[config.mk]
export PLATFORM = sky130hd
export DESIGN_NAME = msi_dispatch
export DESIGN_NICKNAME = d
export VERILOG_FILES = /design/src/rtl/msi_pkg.sv /design/src/rtl/msi_vec_limit.sv /design/src/rtl/msi_lowest.sv /design/src/rtl/msi_msg_form.sv /design/src/rtl/msi_dispatch.sv
export SDC_FILE = /design/constraint.sdc
export NUM_CORES = 1
export LEC_CHECK = 0
export ABC_AREA = 1
export CELL_PAD_IN_SITES_DETAIL_PLACEMENT = 0
export CELL_PAD_IN_SITES_GLOBAL_PLACEMENT = 2
export CORE_AREA = 2 2 196 198
export DETAILED_ROUTE_END_ITERATION = 10
export DIE_AREA = 0 0 198 200
export GPL_ROUTABILITY_DRIVEN = 1
export PLACE_DENSITY_LB_ADDON = 0.15
export SLEW_MARGIN = 0
export SYNTH_ARGS = -nofsm -noshare
export SYNTH_HDL_FRONTEND = slang
export SYNTH_SLANG_ARGS = --single-unit
[constraint.sdc]
create_clock -name clk -period 2.72 [get_ports clk]
set_clock_uncertainty 0.15 [all_clocks]
set_input_delay 0.544 -clock clk [delete_from_list [all_inputs] [get_ports clk]]
set_output_delay 0.544 -clock clk [all_outputs]
set_load 0.05 [all_outputs]
[src/rtl/msi_pkg.sv]
package msi_pkg;

    // One outgoing message write.
    typedef struct packed {
        logic [63:0] addr;
        logic [31:0] data;
        logic [15:0] rid;
    } msi_wr_t;

endpackage

[src/rtl/msi_vec_limit.sv]
// Works out the enabled vector count (as log2) and a bit per legal vector.
module msi_vec_limit #(
    parameter int MAX_VEC = 32,
    parameter int LOG_W   = 3
) (
    input  logic [LOG_W-1:0]   log_req,
    input  logic [LOG_W-1:0]   log_cap,
    output logic [LOG_W-1:0]   n_log,
    output logic [MAX_VEC-1:0] en_bits
);
    localparam int MAX_LOG = $clog2(MAX_VEC);

    logic [LOG_W-1:0] pick;

    always_comb begin
        pick = (log_req < log_cap) ? log_req : log_cap;
        if (pick > LOG_W'(MAX_LOG)) begin
            pick = LOG_W'(MAX_LOG);
        end
        n_log = pick;
    end

    for (genvar i = 0; i < MAX_VEC; i++) begin : g_en
        assign en_bits[i] = (32'(i) < (32'd1 << n_log));
    end

endmodule

[src/rtl/msi_lowest.sv]
// Finds the lowest set bit of a vector.
module msi_lowest #(
    parameter int W  = 32,
    parameter int IW = $clog2(W)
) (
    input  logic [W-1:0]  bits,
    output logic          found,
    output logic [IW-1:0] idx
);
    always_comb begin
        found = 1'b0;
        idx   = '0;
        for (int i = W - 1; i >= 0; i--) begin
            if (bits[i]) begin
                found = 1'b1;
                idx   = IW'(i);
            end
        end
    end

endmodule

[src/rtl/msi_msg_form.sv]
// Builds address, data and requester identifier for one vector.
module msi_msg_form
    import msi_pkg::*;
#(
    parameter int VW    = 5,
    parameter int LOG_W = 3
) (
    input  logic             addr64,
    input  logic [31:0]      addr_lo,
    input  logic [31:0]      addr_hi,
    input  logic [15:0]      data_base,
    input  logic [LOG_W-1:0] n_log,
    input  logic [VW-1:0]    vec,
    input  logic [7:0]       bus_num,
    input  logic [7:0]       dev_fn,
    output msi_wr_t          msg
);
    logic [15:0] low_mask;
    logic [15:0] vec16;
    logic [31:0] lo_al;

    always_comb begin
        low_mask = (16'd1 << n_log) - 16'd1;
        vec16    = {{(16 - VW){1'b0}}, vec};
        lo_al    = addr_lo & 32'hFFFF_FFFC;
        msg.addr = addr64 ? {addr_hi, lo_al} : {32'h0, lo_al};
        // Lane k (bits 8k+7:8k) is the byte for address + k.
        msg.data = {16'h0, (data_base & ~low_mask) | (vec16 & low_mask)};
        msg.rid  = {bus_num, dev_fn};
    end

endmodule

[src/rtl/msi_dispatch.sv]
module msi_dispatch
    import msi_pkg::*;
#(
    parameter int MAX_VEC = 32,
    parameter int LOG_W   = 3,
    localparam int VW     = $clog2(MAX_VEC)
) (
    input  logic               clk,
    input  logic               rst_n,
    input  logic               cfg_enable,
    input  logic               cfg_addr64,
    input  logic               cfg_maskable,
    input  logic [LOG_W-1:0]   cfg_log_cap,
    input  logic [LOG_W-1:0]   cfg_log_req,
    input  logic [31:0]        cfg_addr_lo,
    input  logic [31:0]        cfg_addr_hi,
    input  logic [15:0]        cfg_data,
    input  logic [MAX_VEC-1:0] cfg_mask,
    input  logic               cfg_write,
    input  logic [7:0]         bus_num,
    input  logic [7:0]         dev_fn,
    input  logic               req_valid,
    input  logic [VW-1:0]      req_vec,
    output logic               req_ready,
    output logic               req_err,
    output logic [MAX_VEC-1:0] pend_bits,
    output logic               wr_valid,
    input  logic               wr_ready,
    output logic [63:0]        wr_addr,
    output logic [31:0]        wr_data,
    output logic [15:0]        wr_rid
);
    typedef struct packed {
        logic               busy;
        msi_wr_t            wr;
        logic [MAX_VEC-1:0] pend;
        logic               scan;
        logic               err;
    } state_t;

    state_t st_d, st_q;

    logic [LOG_W-1:0]   n_log;
    logic [MAX_VEC-1:0] en_bits;
    logic [MAX_VEC-1:0] cand;
    logic               cand_found;
    logic [VW-1:0]      cand_idx;
    logic [VW-1:0]      vec_sel;
    logic               take;
    logic               scan_go;
    msi_wr_t            msg;

    msi_vec_limit #(.MAX_VEC(MAX_VEC), .LOG_W(LOG_W)) u_limit (
        .log_req (cfg_log_req),
        .log_cap (cfg_log_cap),
        .n_log   (n_log),
        .en_bits (en_bits)
    );

    assign cand = st_q.pend & ~cfg_mask & en_bits;

    msi_lowest #(.W(MAX_VEC), .IW(VW)) u_low (
        .bits  (cand),
        .found (cand_found),
        .idx   (cand_idx)
    );

    msi_msg_form #(.VW(VW), .LOG_W(LOG_W)) u_form (
        .addr64    (cfg_addr64),
        .addr_lo   (cfg_addr_lo),
        .addr_hi   (cfg_addr_hi),
        .data_base (cfg_data),
        .n_log     (n_log),
        .vec       (vec_sel),
        .bus_num   (bus_num),
        .dev_fn    (dev_fn),
        .msg       (msg)
    );

    assign req_ready = !st_q.busy && !st_q.scan;
    assign take      = req_valid && req_ready;
    assign scan_go   = st_q.scan && !st_q.busy && cfg_enable && cfg_maskable;
    assign vec_sel   = scan_go ? cand_idx : req_vec;

    always_comb begin
        st_d     = st_q;
        st_d.err = 1'b0;

        if (st_q.busy && wr_ready) begin
            st_d.busy = 1'b0;
        end

        // New request from function logic.
        if (take && cfg_enable) begin
            if (!en_bits[req_vec]) begin
                st_d.err = 1'b1;
            end else if (cfg_maskable && cfg_mask[req_vec]) begin
                st_d.pend[req_vec] = 1'b1;
            end else begin
                st_d.busy = 1'b1;
                st_d.wr   = msg;
            end
        end

        // Replay of unmasked pending vectors, lowest first.
        if (scan_go) begin
            if (cand_found) begin
                st_d.pend[cand_idx] = 1'b0;
                st_d.busy           = 1'b1;
                st_d.wr             = msg;
            end else begin
                st_d.scan = 1'b0;
            end
        end

        if (!cfg_enable || !cfg_maskable) begin
            st_d.scan = 1'b0;
        end

        // A configuration write trims out-of-range pending bits and rescans.
        if (cfg_write && cfg_enable && cfg_maskable) begin
            st_d.pend = st_d.pend & en_bits;
            st_d.scan = 1'b1;
        end
    end

    always_ff @(posedge clk or negedge rst_n) begin
        if (!rst_n) begin
            st_q <= '0;
        end else begin
            st_q <= st_d;
        end
    end

    assign req_err   = st_q.err;
    assign pend_bits = st_q.pend;
    assign wr_valid  = st_q.busy;
    assign wr_addr   = st_q.wr.addr;
    assign wr_data   = st_q.wr.data;
    assign wr_rid    = st_q.wr.rid;

    // a stalled write holds its contents.
    assert_write_hold_R11: assert property (@(posedge clk) disable iff (!rst_n)
        (wr_valid && !wr_ready) |=> (wr_valid && $stable(wr_addr) && $stable(wr_data) && $stable(wr_rid)));

    // an error pulse follows an accepted request and starts no write.
    assert_err_source_R1: assert property (@(posedge clk) disable iff (!rst_n)
        req_err |-> ($past(req_valid && req_ready && cfg_enable) && !wr_valid));

    // upper half of the message data is always zero.
    assert_data_upper_R4: assert property (@(posedge clk) disable iff (!rst_n)
        wr_valid |-> (wr_data[31:16] == 16'h0));

    // without masking capability no pending bit rises.
    assert_no_new_pend_R9: assert property (@(posedge clk) disable iff (!rst_n)
        $past(!cfg_maskable) |-> ((pend_bits & ~$past(pend_bits)) == '0));

    // nothing new is issued while disabled.
    assert_disabled_quiet_R10: assert property (@(posedge clk) disable iff (!rst_n)
        $past(!cfg_enable && !wr_valid) |-> !wr_valid);

    // after a trimming configuration write no out-of-range bit remains.
    assert_trim_R8: assert property (@(posedge clk) disable iff (!rst_n)
        $past(cfg_write && cfg_enable && cfg_maskable) |-> ((pend_bits & ~$past(en_bits)) == '0));

endmodule

# Yosys cells after proc, flatten, opt, wreduce, memory -nomap -nowiden
# Cells that the tools add are included.
dict set report word_totals {
  register_bits 147
  in_bits 147
  output_inout_bits 147
  elab_cells 167
}
dict set report op_classes {
  n_addsub 1
  n_lt_le_gt_ge 38
  eq_ne 1
  shift 2
  mux 88
  n_bitwise 11
  reduce_logical 19
}
# cell n
set ops {}
lappend ops {{$lt A5 B32 Y1 const A} 16}
lappend ops {{$mux W145} 3}
lappend ops {{$lt A4 B32 Y1 const A} 8}
lappend ops {{$mux W5} 33}
lappend ops {{$mux W146} 1}
lappend ops {{$and A32 B32 Y32} 4}
lappend ops {{$lt A3 B32 Y1 const A} 4}
lappend ops {{$mux W113} 1}
lappend ops {{$lt A1 B32 Y1 const A} 2}
lappend ops {{$lt A2 B32 Y1 const A} 2}
lappend ops {{$mux W64} 1}
lappend ops {{$not A32 Y32} 2}
lappend ops {{$mux W1} 41}
lappend ops {{$mux W33} 1}
lappend ops {{$mux W32} 1}
lappend ops {{$or A32 B32 Y32} 1}
lappend ops {{$shl A1 B3 Y32 const A} 1}
lappend ops {{$and A16 B16 Y16} 1}
lappend ops {{$and A5 B16 Y16} 1}
lappend ops {{$not A16 Y16} 1}
lappend ops {{$or A16 B16 Y16} 1}
lappend ops {{$shl A1 B3 Y16 const A} 1}
lappend ops {{$sub A16 B1 Y16 const B} 1}
lappend ops {{$logic_and A1 B1 Y1} 12}
lappend ops {{12 further kinds} 20}

# Logic depth before layout (Yosys ltp)
dict set report logic_depth {
  ltp_word 50
  ltp_mapped 39
  mapped_depth_nobuf 39
}

# Cells and area by module
# From an unflattened synthesis, not the netlist that was laid out.
dict set report unflattened {
  hier_cells 1525
  area_unflattened_um2 10378.7
}
# mod instances cells_per_inst area_per_inst_um2 seq_area_each_um2
set modules_own_cells {}
lappend modules_own_cells {msi_dispatch 1 1160 8533.2 3678.5}
lappend modules_own_cells {msi_msg_form 1 192 1014.7 0.0}
lappend modules_own_cells {msi_lowest 1 107 442.9 0.0}
lappend modules_own_cells {msi_vec_limit 1 66 387.9 0.0}

# Least setup slack after synthesis
# Ideal clock, no wire load.
dict set report synth_path {
  path_kind {input -> register}
  startpoint {input port cfg_log_cap[2]}
  endpoint {register st_q (netlist bit wr_addr[53])}
  arrival_time_ns 3.060
  slack_ns -0.608
  cell_stages 21
  path_cell_list {inv_1 ha_1 a21oi_2 nand2_2 nand2_1 o21ai_2 buf_4 inv_2 nand2_1 inv_2 nor3_1 a31oi_1 nand2_1 nor2_1 nand2_1 nor4_2 o21ai_2 buf_2 buf_2 nand3_1 nand2_1}
}
# element line_no
set synth_lines {}
lappend synth_lines {{from (decl)} msi_dispatch.sv:13} ;# input logic [LOG_W-1:0] cfg_log_cap,
lappend synth_lines {{to (signal assigned)} msi_dispatch.sv:131} ;# st_q <= st_d;
lappend synth_lines {{to (decl)} msi_dispatch.sv:41} ;# state_t st_d, st_q;

==> metrics.md <==
| Metric | Value |
|---|---|
| Final hold vios | 0 |
| Slew Viols, Final | 0 |
| CP delay by family, top | simple AND/OR/NAND/NOR gates |
| Core Area | 37400 µm² |
| Starting Density | roughly 23% |
| MaxCap Viol Count | 0 |
| IO Port Bufs | between 200 and 300 |
| Critical path destination | pend_bits[28] |
| Critical path capture point type | register |
| DP HPWL | about 26 mm |
| Final wirelength | ~36 mm |
| Num CTS Buffers | 17 |
| Sw Share | 45.1% |
| Slew of the pin with the lowest slew margin | 0.590 ns |
| Startpoint Class | input port |
| Worst Path Required | around 2.9 ns |
| FMAX | slightly above 300 MHz |
| Via-to-Cell Ratio | 4.08 |
| Setup TNS | -62.97 ns |
| Via Count | approximately 8200 |
| CP Class | input port to register |
| # nets final | approximately 1600 |
| R2r startpoint | pend_bits[28] |
| RSZ-0062 raised after global routing | true |
| Placer Congestion | a little over 0.8 |
| Synth Net Count | approximately 1300 |
| Die width | a little under 200 µm |
| R2R Setup Slk | -0.27 ns |
| Final WS setup | -0.542 ns |
| Comb pwr share | between 50% and 60% |
| H-tree levels | 4 |
| Remaining Overflow, GRT | 0 |
| Post-synth EDFFs | 0 |
| Clk_lat worst skew | between 0.4 and 0.5 ns |
| Warnings from Yosys | 0 |
| Cells after Synth | between 1000 and 1500 |
| Worst Reg-to-Reg Cells | 33 |
| Sequential power share | around 27% |
| Worst VDD drop | about 0.42 mV |
| Arrival time at the worst endpoint | roughly 3.5 ns |
| DIE HEIGHT | approximately 200 µm |
| Die Area | slightly below 40000 µm² |
| Pint | between 6 and 7 mW |
| Fin crit period | roughly 3.3 ns |
| Seq/Total Area, Yosys | roughly 43% |
| Layout cell share with drive strength beyond 1 | between 20 and 30% |
| DRC | 0 |
| Largest net degree at the start of global routing | slightly above 40 |
| Ys flop type | dfrtp_1 |
| Count of different cell masters after synthesis | between 40 and 50 |
| Critical path origin | cfg_log_req[2] |
| P_sw | approximately 5.3 mW |
| Total GRT Usage | ~18% |
| Slowest cell on the critical path | ha_4 |
| Initial antenna violation count | 1 |
| Critical path depth | 28 |
| Flops & latches, synth | roughly 150 |
| Hold Path Class | register to register |
| Crit share post-route | 120% |
| R2r endpoint | wr_data[0] |
| Routed Antenna Nets | 0 |
| Worst path max stage delay | about 0.28 ns |
| CTS sink cnt | approximately 150 |
| Cell row count | between 70 and 80 |
| Clock share of power | approximately a fifth |
| Pre-CTS setup slack | -1.86 ns |
| Crit path max fanout | 4 |
| Fin util | about two fifths |
| PD cells | slightly above 800 nW/µm² |
| P&R area growth vs syn | 68.4% |
| Syn Std Cell Area | 8510 µm² |
| Endpoints failing setup | 146 |
| Syn Area/Cell | 7.57 µm² |
| Leak | around 6.8 nW |
| DRT iter0 DRCs | about 340 |
| Relative slew slack | between 60% and 70% |
| Ports | slightly below 300 |
| Async SR Flop Fraction | 100% |
| Global-route wire length before repair | approximately 52 mm |
| CTS tree | done |
| Max clock buf depth | 2 |
| Failing checks | setup timing |
| Vias in the first global route | approximately 8400 |
| Drt wl/cell | 17.9 µm |
| Root buf cell | clkbuf_16 |
| Clock transition at path regs | about 0.06 ns |
| Status | finished, violations left |
| Buf+Inv Stages, Crit Path | 10 |
| Drt first pass iters | 4 |
## cells by family (layout without fill, tap and decap cells)
family          count (synthesis)  in the layout  synth area share (%)
fa+ha+maj                       4              4                 0.588
compound gates                 98             98                  7.35
other cells                     0              1                     0
flops                         147            147                  43.2
buf+inv                       319            688                  21.5
simple gates                  556            556                  27.4
## routing by layer
metal | share of wire (%) | global-route usage, %
met2 | 48 | 29.7
met4 | 1.4 | 5.32
met1 | 47 | 23.6
met5 | 0 | 0
met3 | 4.3 | 3.53
## cell usage in the layout, fill, tap and decap left out, types with 25 or more instances in the layout
cell type	netlist	final
nor2_1	95	59
inv_1	132	117
clkdlybuf4s50_1	0	282
buf_4	149	173
nand3_2	1	28
nand2_2	9	26
nor2_2	1	25
nand3_1	70	41
clkbuf_16	0	25
dfrtp_1	147	147
nand2_1	336	310
## per-stage QoR
stage / cell area, µm² / instances / hold WS [ns] / total power, mW
after floorplan: 8830 / 1124 / 0.0984 / 7.53
after global placement: 12500 / 1920 / 0.303 / 8.95
after detailed placement: 12500 / 1920 / 0.308 / 8.97
after CTS: 13900 / 1989 / 0.324 / 11.7
after global routing: 14300 / 2004 / 0.344 / 12.3
final: 14300 / 2005 / 0.320 / 11.7
## power groups by stage
| stage | combinational (mW) | clock, mW | sequential, mW |
|---|---|---|---|
| after floorplan | 4.39 | 0 | 3.14 |
| after global placement | 5.75 | 0 | 3.20 |
| after detailed placement | 5.74 | 0 | 3.23 |
| after CTS | 6.02 | 2.50 | 3.20 |
| after global routing | 6.46 | 2.59 | 3.28 |
| final | 6.12 | 2.41 | 3.20 |
## state kept, by name (all words and copies together) (netlist names)
register	count
req_err	1
st_q	1
wr_data	32
wr_addr	64
wr_rid	16
pend_bits	32
wr_valid	1
## Yosys cell counts, types with 2 or more instances
cell type	count	area share (%)
a21oi_1	27	1.6
a21oi_2	10	1.0
a221oi_1	3	0.31
a22o_1	2	0.21
a22oi_1	8	0.71
a31oi_1	4	0.29
and2_1	2	0.15
buf_1	2	0.088
buf_2	12	0.71
buf_4	149	13
buf_6	7	0.93
clkbuf_1	5	0.22
clkinv_1	2	0.088
dfrtp_1	147	43
ha_1	4	0.59
inv_1	132	5.8
inv_2	9	0.40
nand2_1	336	15
nand2_2	9	0.66
nand2_4	2	0.26
nand3_1	70	4.1
nand3b_1	3	0.26
nand4_1	3	0.22
nor2_1	95	4.2
nor2_4	2	0.26
nor3_1	26	1.5
o211ai_1	6	0.53
o21a_1	2	0.18
o21ai_0	20	1.2
o21ai_1	5	0.29
o21ai_2	2	0.21
o221ai_1	4	0.41
o31ai_1	3	0.26
or2_2	3	0.22
## worst min path at each step
stage	depth (start not counted)	to	startpoint	slack [ns]
after floorplan	0	pend_bits[0]	rst_n	0.1
after global placement	2	wr_data[10]	wr_data[10]	0.30
after detailed placement	2	wr_addr[62]	wr_addr[62]	0.31
after CTS	2	wr_addr[62]	wr_addr[62]	0.32
after global routing	2	wr_addr[31]	wr_addr[31]	0.34
final	2	wr_data[12]	wr_data[12]	0.32
## layout make-up
class	count	area [µm²]
Inverter	144	588
Fill cell	3879	23100
Sequential cell	147	3680
Tap cell	511	639
Clock buffer	21	460
Clock inverter	11	128
Timing Repair Buffer	512	5160
Multi-Input combinational cell	658	3670
Antenna cell	1	2.50
## repair_timing
action,in CTS,in global routing
setup buffers,29,6
endpoints found under the setup margin,147,147
resized for setup,117,61
hold endpoints to repair,34,0
gates cloned,7,10
hold buffers,1,0
pin swaps,33,21
## worst min-delay path, stage by stage, from the launching register on
cell,delay [ns]
dfrtp_1,0.34
nand2_1,0.05
nand2_1,0.05
Note: power is estimated with default switching activity, not from simulation.
